## src/rtl/rx_trunc_pkg.sv

```systemverilog
package rx_trunc_pkg;

  // Input-side frame tracking state
  typedef enum logic [1:0] {
    ST_IDLE    = 2'd0,
    ST_PASS    = 2'd1,
    ST_DISCARD = 2'd2,
    ST_DROP    = 2'd3
  } rx_state_e;

  // Strobes from control to datapath
  typedef struct packed {
    logic push;          // store the current input beat
    logic truncPending;  // closing overflow beat waits behind stored beats
  } trunc_strobe_t;

endpackage

```

## src/rtl/rx_trunc_buf.sv

```systemverilog
module rx_trunc_buf
  import rx_trunc_pkg::*;
#(
  parameter int DATA_W  = 64,
  parameter int EMPTY_W = 3,
  parameter int ERR_W   = 6,
  parameter int DEPTH   = 4
) (
  input  logic                clk,
  input  logic                rst,
  input  trunc_strobe_t       strobes,
  input  logic                inSop,
  input  logic                inEop,
  input  logic [DATA_W-1:0]   inData,
  input  logic [EMPTY_W-1:0]  inEmpty,
  input  logic [ERR_W-1:0]    inErr,
  input  logic                outReady,
  output logic                outValid,
  output logic                outSop,
  output logic                outEop,
  output logic [DATA_W-1:0]   outData,
  output logic [EMPTY_W-1:0]  outEmpty,
  output logic [ERR_W-1:0]    outErr,
  output logic                bufFull,
  output logic                bufEmpty,
  output logic                bufPop
);

  localparam int AW     = $clog2(DEPTH);
  localparam int BEAT_W = DATA_W + EMPTY_W + ERR_W + 2;
  localparam logic [ERR_W-1:0] OVF_ERR = ERR_W'(1) << 5;
  localparam logic [BEAT_W-1:0] TRUNC_BEAT =
    {1'b0, 1'b1, {EMPTY_W{1'b1}}, OVF_ERR, {DATA_W{1'b0}}};

  logic [BEAT_W-1:0] mem [DEPTH];
  logic [AW-1:0]     wrPtr, rdPtr;
  logic [AW:0]       count;
  logic [BEAT_W-1:0] inBeat, headBeat;

  assign inBeat   = {inSop, inEop, inEmpty, inErr, inData};
  assign headBeat = mem[rdPtr];

  assign bufEmpty = (count == '0);
  assign bufFull  = (count == (AW+1)'(DEPTH));
  assign bufPop   = outReady && !bufEmpty;

  always_ff @(posedge clk) begin
    if (strobes.push) mem[wrPtr] <= inBeat;
  end

  always_ff @(posedge clk) begin
    if (rst) begin
      wrPtr <= '0;
      rdPtr <= '0;
      count <= '0;
    end else begin
      if (strobes.push) wrPtr <= wrPtr + 1'b1;
      if (bufPop)       rdPtr <= rdPtr + 1'b1;
      count <= count + (AW+1)'(strobes.push) - (AW+1)'(bufPop);
    end
  end

  assign outValid = !bufEmpty || strobes.truncPending;
  assign {outSop, outEop, outEmpty, outErr, outData} =
    bufEmpty ? TRUNC_BEAT : headBeat;


  hold_stable_chk: assert property (@(posedge clk) disable iff (rst)
    outValid && !outReady |=> outValid && $stable(outData) && $stable(outSop)
      && $stable(outEop) && $stable(outEmpty) && $stable(outErr));


  count_bound_chk: assert property (@(posedge clk) disable iff (rst)
    count <= (AW+1)'(DEPTH));


  trunc_beat_chk: assert property (@(posedge clk) disable iff (rst)
    outValid && bufEmpty |-> outEop && !outSop && outErr[5]);

endmodule

```

## src/rtl/rx_trunc_ctrl.sv

```systemverilog
module rx_trunc_ctrl
  import rx_trunc_pkg::*;
(
  input  logic          clk,
  input  logic          rst,
  input  logic          inValid,
  input  logic          inSop,
  input  logic          inEop,
  input  logic          outReady,
  input  logic          bufFull,
  input  logic          bufEmpty,
  input  logic          bufPop,
  output trunc_strobe_t strobes
);

  rx_state_e state, stateNxt;
  logic      truncPending, setTrunc, room, push;

  assign room = !bufFull || bufPop;

  always_comb begin
    push     = 1'b0;
    setTrunc = 1'b0;
    stateNxt = state;
    if (inValid) begin
      if (inSop) begin
        if (!truncPending && room) begin
          push     = 1'b1;
          stateNxt = inEop ? ST_IDLE : ST_PASS;
        end else begin
          stateNxt = inEop ? ST_IDLE : ST_DROP;
        end
      end else if (state == ST_PASS) begin
        if (room) push = 1'b1;
        else      setTrunc = 1'b1;
        stateNxt = inEop ? ST_IDLE : (room ? ST_PASS : ST_DISCARD);
      end else if (inEop) begin
        stateNxt = ST_IDLE;
      end
    end
  end

  always_ff @(posedge clk) begin
    if (rst) begin
      state        <= ST_IDLE;
      truncPending <= 1'b0;
    end else begin
      state <= stateNxt;
      if (setTrunc)
        truncPending <= 1'b1;
      else if (truncPending && bufEmpty && outReady)
        truncPending <= 1'b0;
    end
  end

  assign strobes.push         = push;
  assign strobes.truncPending = truncPending;


  overflow_ready_chk: assert property (@(posedge clk) disable iff (rst)
    inValid && bufFull && !bufPop |-> !outReady);


  drop_no_push_chk: assert property (@(posedge clk) disable iff (rst)
    state == ST_DROP && !(inValid && inSop) |-> !strobes.push);


  pending_no_push_chk: assert property (@(posedge clk) disable iff (rst)
    truncPending |-> !strobes.push);


  discard_state_chk: assert property (@(posedge clk) disable iff (rst)
    setTrunc |=> truncPending && state != ST_PASS);

endmodule

```

## src/rtl/rx_overflow_trunc.sv

```systemverilog
module rx_overflow_trunc
  import rx_trunc_pkg::*;
#(
  parameter int DATA_W  = 64,
  parameter int EMPTY_W = 3,
  parameter int ERR_W   = 6,
  parameter int DEPTH   = 4
) (
  input  logic               clk,
  input  logic               rst,
  input  logic               inValid,
  input  logic               inSop,
  input  logic               inEop,
  input  logic [DATA_W-1:0]  inData,
  input  logic [EMPTY_W-1:0] inEmpty,
  input  logic [ERR_W-1:0]   inErr,
  input  logic               outReady,
  output logic               outValid,
  output logic               outSop,
  output logic               outEop,
  output logic [DATA_W-1:0]  outData,
  output logic [EMPTY_W-1:0] outEmpty,
  output logic [ERR_W-1:0]   outErr
);

  trunc_strobe_t strobes;
  logic bufFull, bufEmpty, bufPop;

  rx_trunc_ctrl ctrl_i (
    .clk(clk), .rst(rst),
    .inValid(inValid), .inSop(inSop), .inEop(inEop),
    .outReady(outReady),
    .bufFull(bufFull), .bufEmpty(bufEmpty), .bufPop(bufPop),
    .strobes(strobes)
  );

  rx_trunc_buf #(
    .DATA_W(DATA_W), .EMPTY_W(EMPTY_W), .ERR_W(ERR_W), .DEPTH(DEPTH)
  ) buf_i (
    .clk(clk), .rst(rst), .strobes(strobes),
    .inSop(inSop), .inEop(inEop), .inData(inData),
    .inEmpty(inEmpty), .inErr(inErr),
    .outReady(outReady),
    .outValid(outValid), .outSop(outSop), .outEop(outEop),
    .outData(outData), .outEmpty(outEmpty), .outErr(outErr),
    .bufFull(bufFull), .bufEmpty(bufEmpty), .bufPop(bufPop)
  );

endmodule

```

## config.mk

```make
export PLATFORM = sky130hd
export DESIGN_NAME = rx_overflow_trunc
export DESIGN_NICKNAME = d
export VERILOG_FILES = /design/src/rtl/rx_trunc_pkg.sv /design/src/rtl/rx_trunc_buf.sv /design/src/rtl/rx_trunc_ctrl.sv /design/src/rtl/rx_overflow_trunc.sv
export SDC_FILE = /design/constraint.sdc
export NUM_CORES = 1
export LEC_CHECK = 0
export CAP_MARGIN = 20
export CORE_MARGIN = 8
export CORE_UTILIZATION = 59
export CTS_CLUSTER_DIAMETER = 200
export DETAILED_ROUTE_END_ITERATION = 10
export GPL_TIMING_DRIVEN = 1
export PLACE_DENSITY = 0.84
export SLEW_MARGIN = 30
export SYNTH_ARGS = -nofsm -noshare
export SYNTH_HDL_FRONTEND = slang
export SYNTH_HIERARCHICAL = 1
export SYNTH_SLANG_ARGS = --single-unit
```

## constraint.sdc

```tcl
create_clock -name clk -period 6.9 [get_ports clk]
set_clock_uncertainty 0.1 [all_clocks]
set_input_delay 1.38 -clock clk [delete_from_list [all_inputs] [get_ports clk]]
set_output_delay 1.38 -clock clk [all_outputs]
set_load 0.02 [all_outputs]
```

* Yosys cells after proc, flatten, opt, wreduce, memory -nomap -nowiden
Memory sizes are Yosys's and may differ from the RTL's. A register that Yosys moved wholly into a read port is not among the register bits. Index checks and enable logic that the tools add are counted.
Operators by class: $add $sub $neg 4, equal/unequal tests 2, mux-type cells 24, reduce and logical (&&, ||, !) cells 13
Operators with widths (number):
- 75-bit 2-to-1 mux | 1
- 2-bit 2-to-1 mux | 9
- 1-bit 2-to-1 mux | 14
- 2-bit by 1-bit adder with 2-bit output (second input constant) | 2
- 1-bit logical AND | 4
- 3-bit by 1-bit adder with 3-bit output | 1
- 3-bit == test (second input constant) | 1
- 1-bit zero test | 3
- 3-bit zero test | 1
- 3-bit nonzero test | 1
- 3-bit by 1-bit subtractor with 3-bit output | 1
- 2-bit by 1-bit == test with 1-bit output (second input constant) | 1
- 1-bit logical OR | 2
- 2-bit AND reduction | 1
- 2-bit nonzero test | 1
Storage, ports and cells: register bits after elaboration 10, RAM bits 300, output and inout bits 76, memories kept 1
Memory list:
- buf_i.mem | words 4, bits a word 75, read ports 1, clocked after memory_dff 1, wr ports 1, RTL line rx_trunc_buf.sv:35 | logic [BEAT_W-1:0] mem [DEPTH];

* Longest topological paths before layout
word-level depth 10, gate-level depth with buffers 9, depth with buffers taken out 8

* Hierarchy
The synthesis kept the hierarchy.
By module, submodules not included:
- rx_trunc_buf | instances 1, cells an instance 521, area an instance 11792.6 µm²
- rx_trunc_ctrl | instances 1, cells an instance 26, area an instance 212.7 µm²

* Worst setup path after synthesis
Ideal clock, no wire load.
path kind input to register, start point in outReady, end point mem buf_i/mem[0][0] (netlist bit) (enable), setup time 0.441 ns, data arrival time 3.752 ns, path slack 2.606 ns, stages 5, buffers on the path 1, cell sequence o31a_1 > nand2b_1 > and3_1 > buf_4 > and2_1
Between the ends: word-level cells in the longest chain between the ends 8, elaborated cells between the ends (all ways) 10
RTL lines:
- from (decl) | RTL line rx_overflow_trunc.sv:17 | input logic outReady,
- 1-bit logical AND (*) | RTL line rx_trunc_buf.sv:45 | assign bufPop = outReady && !bufEmpty;
- 1-bit logical OR (*) | RTL line rx_trunc_ctrl.sv:19 | assign room = !bufFull || bufPop;
- 1-bit 2-to-1 mux or 1-bit logical AND (tied branches) | RTL line rx_trunc_ctrl.sv:34, rx_trunc_ctrl.sv:27
- 1-bit 2-to-1 mux, on equally long branches | RTL line rx_trunc_ctrl.sv:33, rx_trunc_ctrl.sv:27
- 1-bit 2-to-1 mux (*) | RTL line rx_trunc_ctrl.sv:26 | if (inSop) begin
- 1-bit 2-to-1 mux (*) | RTL line rx_trunc_ctrl.sv:25 | if (inValid) begin
- net ctrl_i.push | RTL line rx_trunc_ctrl.sv:17 | logic truncPending, setTrunc, room, push;
- 1-bit 2-to-1 mux (*) | RTL line rx_trunc_buf.sv:48 | if (strobes.push) mem[wrPtr] <= inBeat;
- 1-bit 2-to-1 mux (not written as such) (*) | RTL line rx_trunc_buf.sv:48
- to (decl) | RTL line rx_trunc_buf.sv:35
The timed path passes the listed nets; every way through them passes the cells marked *.

==> out/qor.txt <==
Worst slew margin - 47.6%
HP Class - register to register
Post-synthesis adder-cell area fraction - 0.792%
Cells after Synth - 547
Grt total ovfl - 0
First-pass GRT wire length - 35600 um
Clock sinks - 312
DRC violations left - 0
Clk pwr share - 29.9%
Fraction of layout cells with a size suffix above 1 - 19.2%
Switching Share - 27.8%
DR iter-0 viols - 408
Core Region - 0.0201 mm2
Synthesized area - 0.0120 mm2
Final #Nets - 803
Fin crit share - 68.7%
Critical Path, Cell by Cell - buf_4 > mux4_2 > and2_1 > clkdlybuf4s50_1
Most frequent cells in the layout - edfxtp_1 (300), clkdlybuf4s50_1 (154), mux4_2 (75), and2_1 (70), clkbuf_16 (31)
Vias - 5747
Outcome - finished, final reports clean
Ys async rst share - 0%
P_leak - 0.00477 uW
Final WL - 22900 um
GRT Util Overall - 18.6%
Slew of the pin with the lowest slew margin - 0.786 ns
Critical-path top delay cell - dfxtp_4
Worst-Skew Late Latency - 0.54 ns
Clk pin slew, worst setup/hold paths - 0.06 ns
Standard-cell rows - 52
TritonCTS Buffers - 31
Die Area - 0.0252 mm2
Xor/xnor share of the synthesized area - 0.261%
Worst slack, placed - 2.62 ns
Logic pwr share - 29.3%
CP Max Fanout - 38
Multi-input logic area - 0.00258 mm2
Final Hold Viols - 0
Compound-Gate Fraction of Synth Area - 0.719%
Post-CTS setup buffer count - 0
Fmax - 211 MHz
CTS tree - yes
Syn Nets - 633
Largest family of logic cells by synthesized area - multiplexers
CP required - 5.42 ns
PwrDens - 373 mW/mm2
Most used DFF post-synth - edfxtp_1
Int Power - 4020 uW
Final min period - 4.74 ns
RSZ-0062 raised after global routing - false
Port Buffer Count - 154
Data arrival, critical path - 3.26 ns
Crit start category - register
Peak VDD IR - 221 uV
CP endpoint kind - output port
Filler instances - 1097
Distinct cells, synth - 35
RePlAce Congestion - 0.788
H-tree lvl count - 1
Commonest non-fill, non-tap cell in the layout - edfxtp_1
Worst path top cell family by delay - buffers and inverters
Crit path buf inv count - 2
Clock Root Buffer - clkbuf_16
CTS Hold Buffers Added - 0
Post-Syn Area per Cell - 21.9 um2
Worst setup slack after layout - 2.16 ns
Total chip power - 5570 uW
Initial antenna violation count - 0
Slowest stage delay, CP - 0.85 ns
Initial Utilization - 59.7%
Psw - 1550 uW
Final antenna-violating net count - 0
Post-synth EDFFs - 300
Hpwl dp - 14200 um
Area grow syn2layout - 24.5%
Proportion of synthesized area in mux cells - 14.4%
Largest net degree at the start of global routing - 44
Yosys reg bits - 312
Final Slew Violations - 0
Maximum clock insertion buffer count - 3
Die H - 159 um
Final setup violation count - 0
Seq pwr share - 40.8%
Simple-Gate Fraction of Synth Area - 5.17%
Die width - 159 um
Kind of critical path - register to output port
Seq/Total Area, Yosys - 77.0%
Vias in the first global route - 6384
1st-pass router iterations - 4
Synth warn - 6
Sequential cell area - 0.00926 mm2
DR vias/cell - 5.68
DR WL/cell - 22.6 um
IO Count - 155
Post-layout util - 74.3%
Post-CTS sizing - 0
Max_cap viols - 0
Sum Neg Setup Slack - 0 ns
[per-layer routing]
metal | track usage, % | up-vias | wire length [um]
met1 | 23.9 | 2982 | 9010
met3 | 4.78 | 23 | 1950
met2 | 31.8 | 186 | 11700
li1 | - | 2556 | -
met4 | 3.77 | 0 | 221
met5 | 0 | - | 0
[cell families (layout without fill, tap and decap cells)]
| group | Yosys count | after routing |
|---|---|---|
| buf+inv | 34 | 228 |
| other cells | 0 | 1 |
| mux | 79 | 79 |
| fa+ha+maj | 7 | 7 |
| compound gates | 11 | 11 |
| simple gates | 102 | 102 |
| flops | 312 | 312 |
| xor+xnor | 2 | 2 |
[power by group through the flow]
stage / clock network [uW] / registers, uW / logic, uW
4_1_cts: 1690 / 2280 / 1660
6_report: 1670 / 2270 / 1630
2_1_floorplan: 0 / 2240 / 1020
3_5_place_dp: 0 / 2320 / 1650
3_3_place_gp: 0 / 2330 / 1610
5_1_grt: 1770 / 2290 / 1740
[final cells by class]
| class | instances | area share (%) |
|---|---|---|
| multi-input combinational | 201 | 17.3 |
| clock inverter | 22 | 1.54 |
| tap | 270 | 2.26 |
| timing repair buffer | 164 | 11.5 |
| sequential | 312 | 62.0 |
| clock buffer | 35 | 5.29 |
| antenna | 1 | 0.0167 |
| inverter | 7 | 0.176 |
[synth_stat cells (2+ instances only)]
library cell,instances,share of area (%)
buf_6,6,0.56
nand2b_1,3,0.16
a21oi_1,3,0.13
buf_4,2,0.13
clkbuf_1,11,0.34
mux2_2,3,0.28
nor2b_1,4,0.21
mux4_2,75,14
dfxtp_1,12,2.0
or2_1,5,0.26
nand2_1,2,0.063
nor2_1,8,0.25
edfxtp_1,300,75
inv_1,7,0.22
ha_1,6,0.63
buf_2,8,0.33
and2_1,74,3.9
[worst register-to-register path: stages (launching register included)]
cell and delay [ns]:
dfxtp_1 0.46, o31a_1 0.28, nand2b_1 0.15, and3_1 0.34, and2_4 0.60, buf_16 0.33
[stage by stage]
step	hold WS, ns	instance area (um2)	instances
finish	0.399	14900	1012
global route	0.412	14900	1011
CTS	0.397	14900	1011
detailed placement	0.387	13900	954
global placement	0.372	13800	947
floorplan	0.352	12000	547
[registers in the layout, summed over array words and instances, names as in the netlist, named ones only]
signal,cells
ctrl_i/truncPending,1
buf_i/rdPtr,2
ctrl_i/state,2
buf_i/mem,300
buf_i/wrPtr,2
buf_i/count,3
[worst paths after layout]
kind,start,cells past startpoint,slack [ns],end
max,register,4,2.16,outData[3]
min,ctrl_i/truncPending,2,0.40,ctrl_i/truncPending
max reg2reg,buf_i/count[1],5,4.30,buf_i/mem[1][3]
min reg2reg,ctrl_i/truncPending,2,0.40,ctrl_i/truncPending
Power figures use the tool's default switching activity.
